$ cat config.mk
export PLATFORM = sky130hd
export DESIGN_NAME = cache_stat_counters
export DESIGN_NICKNAME = d
export VERILOG_FILES = /design/src/rtl/stat_pkg.sv /design/src/rtl/stat_event_qual.sv /design/src/rtl/stat_counter.sv /design/src/rtl/cache_stat_counters.sv
export SDC_FILE = /design/constraint.sdc
export NUM_CORES = 1
export LEC_CHECK = 0
export BUFFER_PORTS_ARGS = -buffer_cell sky130_fd_sc_hd__buf_2
export CAP_MARGIN = 20
export CORE_MARGIN = 3
export CORE_UTILIZATION = 61
export CTS_CLUSTER_SIZE = 25
export DETAILED_ROUTE_END_ITERATION = 16
export PLACE_DENSITY = 0.78
export SETUP_SLACK_MARGIN = 0.05
export SYNTH_ARGS = -nofsm -noshare
export SYNTH_HDL_FRONTEND = slang
export SYNTH_SLANG_ARGS = --single-unit
$ cat constraint.sdc
create_clock -name clk -period 3.8 [get_ports clk]
set_input_delay 0.76 -clock clk [delete_from_list [all_inputs] [get_ports clk]]
set_output_delay 0.76 -clock clk [all_outputs]
set_load 0.1 [all_outputs]
$ cat src/rtl/stat_pkg.sv
package stat_pkg;
  localparam int EV_PER_SIDE = 4;
  localparam int NUM_SIDES   = 2;

  // position of each event inside a side's counter group
  typedef enum logic [1:0] {
    EV_ACCESS  = 2'd0,
    EV_LOOKUP  = 2'd1,
    EV_TAGHIT  = 2'd2,
    EV_LINEHIT = 2'd3
  } ev_e;
endpackage

$ cat src/rtl/stat_event_qual.sv
module stat_event_qual
  import stat_pkg::*;
(
  input  logic                   access,
  input  logic                   lookup,
  input  logic                   taghit,
  input  logic                   linehit,
  output logic [EV_PER_SIDE-1:0] inc
);
  logic tag_path;

  // a line-buffer hit bypasses the tag array, so tag events are dropped
  assign tag_path = lookup && !linehit;

  always_comb begin
    inc              = '0;
    inc[EV_ACCESS]   = access;
    inc[EV_LINEHIT]  = linehit;
    inc[EV_LOOKUP]   = tag_path;
    inc[EV_TAGHIT]   = tag_path && taghit;
  end
endmodule

$ cat src/rtl/stat_counter.sv
module stat_counter #(
  parameter int W = 32
) (
  input  logic         clk,
  input  logic         rst_n,
  input  logic         en,
  input  logic         clr,
  input  logic         inc,
  output logic [W-1:0] q
);
  always_ff @(posedge clk or negedge rst_n) begin
    if (!rst_n) begin
      q <= '0;
    end else if (en) begin
      if (clr)      q <= '0;
      else if (inc) q <= q + 1'b1;
    end
  end

  AST_HOLD_WHEN_OFF: assert property (@(posedge clk) disable iff (!rst_n)
    !en |=> $stable(q)) else $error("counter moved while monitor off");

  AST_CLEAR_ZEROES: assert property (@(posedge clk) disable iff (!rst_n)
    en && clr |=> q == '0) else $error("clear did not zero");

  AST_STEP_BY_ONE: assert property (@(posedge clk) disable iff (!rst_n)
    en && !clr && inc |=> q == W'($past(q) + 1'b1)) else $error("bad increment");

  AST_IDLE_STABLE: assert property (@(posedge clk) disable iff (!rst_n)
    en && !clr && !inc |=> $stable(q)) else $error("counter moved without event");
endmodule

$ cat src/rtl/cache_stat_counters.sv
module cache_stat_counters
  import stat_pkg::*;
#(
  parameter  int CNT_W   = 32,
  localparam int NUM_CNT = NUM_SIDES * EV_PER_SIDE,
  localparam int SEL_W   = $clog2(NUM_CNT)
) (
  input  logic             clk,
  input  logic             rst_n,
  input  logic             mon_en,
  input  logic             clr_stat,
  input  logic             i_access,
  input  logic             i_lookup,
  input  logic             i_taghit,
  input  logic             i_linehit,
  input  logic             d_access,
  input  logic             d_lookup,
  input  logic             d_taghit,
  input  logic             d_linehit,
  input  logic [SEL_W-1:0] rd_sel,
  output logic [CNT_W-1:0] rd_data
);
  logic [EV_PER_SIDE-1:0] raw_ev [NUM_SIDES];
  logic [EV_PER_SIDE-1:0] inc_ev [NUM_SIDES];
  logic [CNT_W-1:0]       cnt    [NUM_CNT];

  // side 0 is instruction, side 1 is data: fixes the R1 select encoding
  assign raw_ev[0] = {i_linehit, i_taghit, i_lookup, i_access};
  assign raw_ev[1] = {d_linehit, d_taghit, d_lookup, d_access};

  for (genvar s = 0; s < NUM_SIDES; s++) begin : g_side
    stat_event_qual u_qual (
      .access  (raw_ev[s][EV_ACCESS]),
      .lookup  (raw_ev[s][EV_LOOKUP]),
      .taghit  (raw_ev[s][EV_TAGHIT]),
      .linehit (raw_ev[s][EV_LINEHIT]),
      .inc     (inc_ev[s])
    );
    for (genvar e = 0; e < EV_PER_SIDE; e++) begin : g_ev
      stat_counter #(.W(CNT_W)) u_cnt (
        .clk   (clk),
        .rst_n (rst_n),
        .en    (mon_en),
        .clr   (clr_stat),
        .inc   (inc_ev[s][e]),
        .q     (cnt[s*EV_PER_SIDE+e])
      );
    end
  end

  assign rd_data = cnt[rd_sel];

  AST_LINE_SKIPS_LOOKUP: assert property (@(posedge clk) disable iff (!rst_n)
    mon_en && !clr_stat && i_linehit |=> cnt[EV_LOOKUP] == $past(cnt[EV_LOOKUP]))
    else $error("lookup counted on line-buffer hit");

  AST_HIT_NEEDS_LOOKUP: assert property (@(posedge clk) disable iff (!rst_n)
    mon_en && !clr_stat && !d_lookup |=> $stable(cnt[EV_PER_SIDE+EV_TAGHIT]))
    else $error("tag hit counted without lookup");

  AST_CLEAR_IGNORED_OFF: assert property (@(posedge clk) disable iff (!rst_n)
    !mon_en && clr_stat |=> $stable(cnt[EV_PER_SIDE+EV_ACCESS]))
    else $error("clear acted while monitor off");
endmodule

==> results.md, run 1 <==
* Crit-path most repeated cell: buf_4
* Fin util at 69.60%
* Reg2Reg Depth at 5
* DIE WIDTH at approximately 160 microns
* Worst R2R Setup Slack at approximately 1.3 ns
* Initial Utilization at ~63%
* Routed len/inst at between 20 and 25 microns
* Critical Path RT at a little over 3 ns
* Worst-Skew Late Latency at about 0.54 ns
* Clock power frac at 45.9%
* Top flop regs: g_side.g_ev.u_cnt.q x256
* Slew headroom at ~46%
* Pin count of the biggest net entering global routing at 100
* Clock Sink Count at ~260
* Post CTS Setup Buffer Count at 0
* Clock Path Buffers at 3
* TritonCTS clock tree: done
* Placer Congestion at 0.9503
* Routed vias at around 12,000
* Final WL at roughly 41 mm
* Filler cells at about 1,700
* Final setup fails at 0
* Share of cells above drive strength 1 at between 10% and 20%
* Layout area overhead at 10.75%
* Number of global-route vias before repair at around 12,000
* Comb power frac at around 7.4%
* Max Fclk at around 300 MHz
* Status: complete, no violations
* Least-Margin Pin Slew at between 0.8 and 0.9 ns
* P_int at 4.669 mW
* Commonest cells after routing, fill and taps aside: 256 x dfrtp_1, 227 x nor2_1, 119 x xor2_1
* H-tree Lvls at 1
* Critical path capture point type: output pin
* CP Max Fanout at 18
* Switch Pwr at roughly 1.5 mW
* Worst Setup Path Type: in -> out
* Yosys warnings at 0
* Average cell area after synthesis at between 9 and 10 sq um
* Reg-to-reg endpoint: g_side[1].g_ev[0].u_cnt.q[31]
* Switching Fraction at between 20% and 30%
* Initial DRC Count at 1,380
* Hold Crit Class: in -> async
* CTS buffer count at 28
* Syn_nets at around 1,500
* Crit path time final at between 3 and 4 ns
* Port buffer count at 46
* Post-synth EDFFs at 0
* Yosys cell types at 67
* Critical Path End: rd_data[26]
* Most common cell after layout, fill and taps aside: dfrtp_1
* Slowest CP cell: mux4_2
* Yosys reg bits at about 260
* Vias per cell at roughly 6.5
* Area of the mapped netlist at 14,930 sq um
* Nets at approximately 1,600
* Mapped Cells at approximately 1,500
* Die height at 162.4 microns
* First-pass GRT wire length at approximately 66 mm
* Final total power at between 6 and 7 mW
* Reg power frac at ~47%
* Pins Over Slew Limit at 0
* FFs w/ async S/R, synth at 100.0%
* Drt first pass iters at 5
* Top_reg_cell synth: dfrtp_1
* Grt ovf at 0
* Clk_skew at 0.009296 ns
* N_diodes at 0
* Startpoint types: primary input
* Power Density at between 300 and 400 nW/um^2
* Rows at between 50 and 60
* Hold Fails Final Rpt at 0
* Setup TNS at 0 ns
* RSZ-0062 raised after global routing: false
* Maxcap violations at 0
* Initial antenna violation count at 0
* VDD IR max at between 0.0003 and 0.0004 V
* Biggest register: g_side.g_ev.u_cnt.q
* Reg clk slew, reported paths at about 0.06 ns
* Post-CTS Hold Buffers at 0
* Drc violations at 0
* Cell Chain, Critical Path: buf_4, buf_4, mux4_2, mux2_2, buf_2
* Critical Path AT at 2.54 ns
* Reg-to-reg startpoint: g_side[1].g_ev[0].u_cnt.q[5]
* Die ar. at 26,380 sq um
* Ports at 47
* Final worst path period share at between 80% and 90%
* Root Buffer: clkbuf_16
* CP startpoint: rd_sel[0]
* Post-CTS Resized at 0
* Sequential area share after synthesis at between 40% and 50%
* Antenna viol nets, final at 0
* Leakage at about 7.0 nW
* DP HPWL at around 29 mm
* Core Area at between 20,000 and 25,000 sq um
* Number of flip-flops in the largest register at roughly 260
* CP peak stage delay at 0.54 ns
* Total track usage at about a third
stage by stage:
step	setup slack, ns	hold WS, ns	instances	cell area, sq um
after floorplan	0.5979	0.4644	1500	14930
after global placement	0.5181	0.5349	1819	15550
after detailed placement	0.5006	0.5601	1819	15550
after CTS	0.4932	0.2751	1870	16510
after global routing	0.4045	0.2966	1873	16530
final	0.4977	0.2499	1873	16530
Yosys cell counts, types with 4 or more instances:
master     number  area [sq um]
buf_6           4         45.04
and2_1         13         81.33
mux2_2         33         371.6
ha_1            8         100.1
o21ai_0        36         180.2
and3_1         34         212.7
nand3_1        92         460.4
buf_2          10         50.05
nor4_1         28         175.2
nand2_1       105         394.1
nor2_1        228         855.8
mux2i_1         5         50.05
o2bb2ai_1       9         78.83
nor3_1         39         195.2
xor2_1        119          1042
a31oi_1         8         50.05
xnor2_1        75         656.9
dfrtp_1       256          6406
clkbuf_1       56         210.2
nand4_1        78         488.0
o2111ai_1       4         35.03
or3_1          30         187.7
mux4_2         63          1419
nor2b_1         9         56.30
o31ai_1         6         45.04
inv_1          24         90.09
a21oi_1        43         215.2
or4_1           6         45.04
buf_1           6         22.52
a22o_1          7         61.31
and4_1         17         148.9
metal layers:
layer / wire length (microns) / up-vias / global-route usage (%) / share of wire (%)
met2: 19460 / 529 / 50.91 / 48
met4: 1804 / 0 / 11.52 / 4.4
li1: - / 5463 / - / -
met3: 2828 / 99 / 4.502 / 6.9
met5: 0 / - / 0 / 0
met1: 16770 / 6064 / 44.21 / 41
logic make-up (layout without fill, tap and decap cells):
family	count (synthesis)	count (layout)	share of synthesized area [%]
multiplexers	102	102	12.51
flip-flops	256	256	42.92
AND/OR/NAND/NOR	703	703	23.80
AO/OA/AOI/OAI	135	135	5.809
adder cells (fa/ha/maj)	8	8	0.6706
XOR/XNOR	194	194	11.38
buffers and inverters	102	156	2.917
layout make-up:
class                      count  area (sq um)  share of cell area [%]
inverter                      25         93.84                  0.5676
tap                          319         399.1                   2.414
clock inverter                 6         105.1                  0.6357
clock buffer                  45         855.8                   5.177
sequential                   256          6406                   38.75
multi-input combinational   1142          8099                   48.99
timing repair buffer          80         573.1                   3.466
critical path, delay by kind of cell:
family,cells,cell delay [ns]
buffers and inverters,3,0.94
muxes,2,0.81
power by group through the flow:
| stage | Clock [mW] | Combinational, mW | Sequential, mW |
|---|---|---|---|
| after floorplan | 0 | 0.325 | 2.88 |
| after CTS | 2.86 | 0.462 | 2.87 |
| after global routing | 2.98 | 0.500 | 2.88 |
| after detailed placement | 0 | 0.459 | 2.92 |
| final | 2.82 | 0.458 | 2.87 |
| after global placement | 0 | 0.450 | 2.92 |
worst min-delay path by stage:
stage          depth (start not counted)  slack (ns)                             to                           from
6_report                               1        0.25  g_side[1].g_ev[2].u_cnt.q[25]                          rst_n
5_1_grt                                1        0.30  g_side[1].g_ev[2].u_cnt.q[25]                          rst_n
4_1_cts                                1        0.28  g_side[1].g_ev[3].u_cnt.q[16]                          rst_n
3_5_place_dp                           2        0.56   g_side[0].g_ev[1].u_cnt.q[1]   g_side[0].g_ev[1].u_cnt.q[1]
3_3_place_gp                           2        0.53  g_side[0].g_ev[0].u_cnt.q[31]  g_side[0].g_ev[0].u_cnt.q[31]
2_1_floorplan                          0        0.46   g_side[0].g_ev[0].u_cnt.q[0]                          rst_n
Note: power is estimated with default switching activity, not from simulation.
==> run 2, diff against run 1 <==
--- a/config.mk
+++ b/config.mk
@@ -7,11 +7,14 @@
 export LEC_CHECK = 0
 export BUFFER_PORTS_ARGS = -buffer_cell sky130_fd_sc_hd__buf_2
 export CAP_MARGIN = 20
+export CELL_PAD_IN_SITES_DETAIL_PLACEMENT = 1
+export CELL_PAD_IN_SITES_GLOBAL_PLACEMENT = 1
 export CORE_MARGIN = 3
-export CORE_UTILIZATION = 61
+export CORE_UTILIZATION = 54
 export CTS_CLUSTER_SIZE = 25
 export DETAILED_ROUTE_END_ITERATION = 16
-export PLACE_DENSITY = 0.78
+export PLACE_DENSITY_LB_ADDON = 0.1
+export RECOVER_POWER = 25
 export SETUP_SLACK_MARGIN = 0.05
 export SYNTH_ARGS = -nofsm -noshare
 export SYNTH_HDL_FRONTEND = slang
==> run 2 against run 1 <==
Against the previous run:
- the run now ends with max-capacitance violations, max-slew violations left
- clock-buffer cell count shrank 5
- non-clock buffer count rose by 6
- worst setup slack gained 0.0096 ns
- largest cell class unchanged
- critical endpoint is now rd_data[20]
- fmax grew 0.29%
- sequential share of layout area decreased by 0.61 points
- largest power group is now the clock network
- highest routed layer unchanged
==> results.md, run 2 (synthesis gave the netlist of run 1 again) <==
* Number of global-route vias before repair at 13,220 (+12%)
* Status: finished with violations
* Share of cells above drive strength 1 at 15.93% (+0.68 points)
* Initial Utilization at 55.23% (-7.6 points)
* Initial DRC Count at 1,044 (-24%)
* Clock Path Buffers at 3 (unchanged)
* DP HPWL at 35.15 mm (+20%)
* Nets at 1,564 (+0.51%)
* Drc violations at 0 (unchanged)
* Reg-to-reg endpoint: g_side[1].g_ev[2].u_cnt.q[31]
* RSZ-0062 raised after global routing: false
* Ports at 47 (unchanged)
* Pins Over Slew Limit at 83 (+83)
* Max Fclk at 303.7 MHz (+0.29%)
* Least-Margin Pin Slew at 2.239 ns (+1.436 ns)
* Hold Fails Final Rpt at 0 (unchanged)
* Final worst path period share at 86.65% (-0.25 points)
* Critical Path End: rd_data[20]
* VDD IR max at 0.0003278 V (-3.3%)
* TritonCTS clock tree: done
* Initial antenna violation count at 0 (unchanged)
* Rows at 60 (+7.1%)
* N_diodes at 0 (unchanged)
* DIE WIDTH at 172.3 microns (+6.1%)
* Failing checks: max-capacitance violations, max-slew violations
* H-tree Lvls at 1 (unchanged)
* Fin util at 62.15% (-7.5 points)
* Root Buffer: clkbuf_16
* Critical path capture point type: output pin
* Slew headroom at -49.27% (-95 points)
* Routed len/inst at 25.39 microns (+16%)
* Final WL at 48.35 mm (+18%)
* Die height at 172.3 microns (+6.1%)
* Placer Congestion at 0.9237 (-2.8%)
* Reg-to-reg startpoint: g_side[1].g_ev[2].u_cnt.q[17]
* Top flop regs: g_side.g_ev.u_cnt.q x256
* Maxcap violations at 1 (+1)
* Reg clk slew, reported paths at 0.06 ns (about the same)
* Die ar. at 29,670 sq um (+12%)
* Leakage at 7.104 nW (+1.5%)
* Vias per cell at 6.557 (+1.0%)
* Critical Path AT at 2.53 ns (about the same)
* Worst Setup Path Type: in -> out
* Clk_skew at 0.01096 ns (+0.001660 ns)
* Most common cell after layout, fill and taps aside: dfrtp_1
* Antenna viol nets, final at 0 (unchanged)
* Pin count of the biggest net entering global routing at 84 (-16%)
* Crit path time final at 3.293 ns (-0.009569 ns)
* Post-CTS Resized at 0 (unchanged)
* Hold slack at 0.5449 ns (+0.2950 ns)
* Layout area overhead at 12.52%
* Setup TNS at 0 ns (unchanged)
* Reg2Reg Depth at 5 (unchanged)
* Critical Path RT at 3.04 ns (about the same)
* Power Density at 393.0 nW/um^2 (+5.5%)
* Hold Crit Class: in -> reg
* Startpoint types: primary input
* Post-CTS Hold Buffers at 0 (unchanged)
* Worst R2R Setup Slack at 1.23 ns (-0.09 ns)
* Grt ovf at 0 (unchanged)
* Core Area at 27,030 sq um (+14%)
* Final setup fails at 0 (unchanged)
* Worst-Skew Late Latency at 0.56 ns (+0.02 ns)
* Drt first pass iters at 5 (unchanged)
* Total track usage at 33.13% (+1.5 points)
* CP Max Fanout at 24 (+6)
* Min-delay src: clr_stat
* Commonest cells after routing, fill and taps aside: 256 x dfrtp_1, 227 x nor2_1, 119 x xor2_1
* Clock Sink Count at 256 (unchanged)
* Number of flip-flops in the largest register at 256 (unchanged)
* CTS buffer count at 30 (+7.1%)
* Post CTS Setup Buffer Count at 0 (unchanged)
* CP startpoint: rd_sel[0]
* Port buffer count at 46 (unchanged)
* Biggest register: g_side.g_ev.u_cnt.q
* First-pass GRT wire length at 76.20 mm (+16%)
* Routed vias at 12,480 (+2.7%)
* Filler cells at 2,933 (+68%)
-- run 2: critical path, stage by stage --
cell and delay [ns]:
buf_4 0.31, buf_12 0.27, mux4_2 0.54, mux2_2 0.32
buf_2 0.30
-- run 2: final cells by class --
type | count | area [sq um] | area share (%)
clock buffers | 40 | 849.6 | 5.058
clock inverters | 14 | 254.0 | 1.512
inverters | 25 | 93.84 | 0.5587
multi-input cells | 1142 | 8099 | 48.22
flip-flops and latches | 256 | 6406 | 38.14
well taps | 341 | 426.7 | 2.540
repair buffers | 86 | 666.9 | 3.971
-- run 2: worst min path at each step --
stage | to | slack [ns] | cells after the start
after floorplan | g_side[0].g_ev[0].u_cnt.q[0] | 0.46 | 0
after global placement | g_side[0].g_ev[0].u_cnt.q[6] | 0.53 | 2
after detailed placement | g_side[0].g_ev[0].u_cnt.q[6] | 0.56 | 2
after CTS | g_side[1].g_ev[2].u_cnt.q[22] | 0.20 | 1
after global routing | g_side[1].g_ev[0].u_cnt.q[1] | 0.54 | 2
final | g_side[1].g_ev[0].u_cnt.q[3] | 0.54 | 2
-- run 2: through the flow --
step	std cells	setup slack [ns]	total power, mW	area, sq um
CTS	1903	0.5001	6.640	16800
global placement	1849	0.5529	3.393	15700
global route	1904	0.4328	6.808	16800
floorplan	1500	0.5979	3.205	14930
finish	1904	0.5072	6.600	16800
detailed placement	1849	0.5122	3.413	15700
-- run 2: metal layers --
metal	part of all wire [%]	vias to the layer above	track usage [%]
met4	5.3	0	15.27
met1	41	6431	43.47
li1	-	5478	-
met5	0	-	0
met2	49	431	55.45
met3	4.7	144	3.978
-- run 2: report_power, final --
group / internal (mW) / total (mW) / switching, mW
Combinational: 0.172 / 0.484 / 0.311
Sequential: 2.78 / 2.88 / 0.108
Clock: 2.03 / 3.23 / 1.20
Total: 4.98 / 6.60 / 1.62
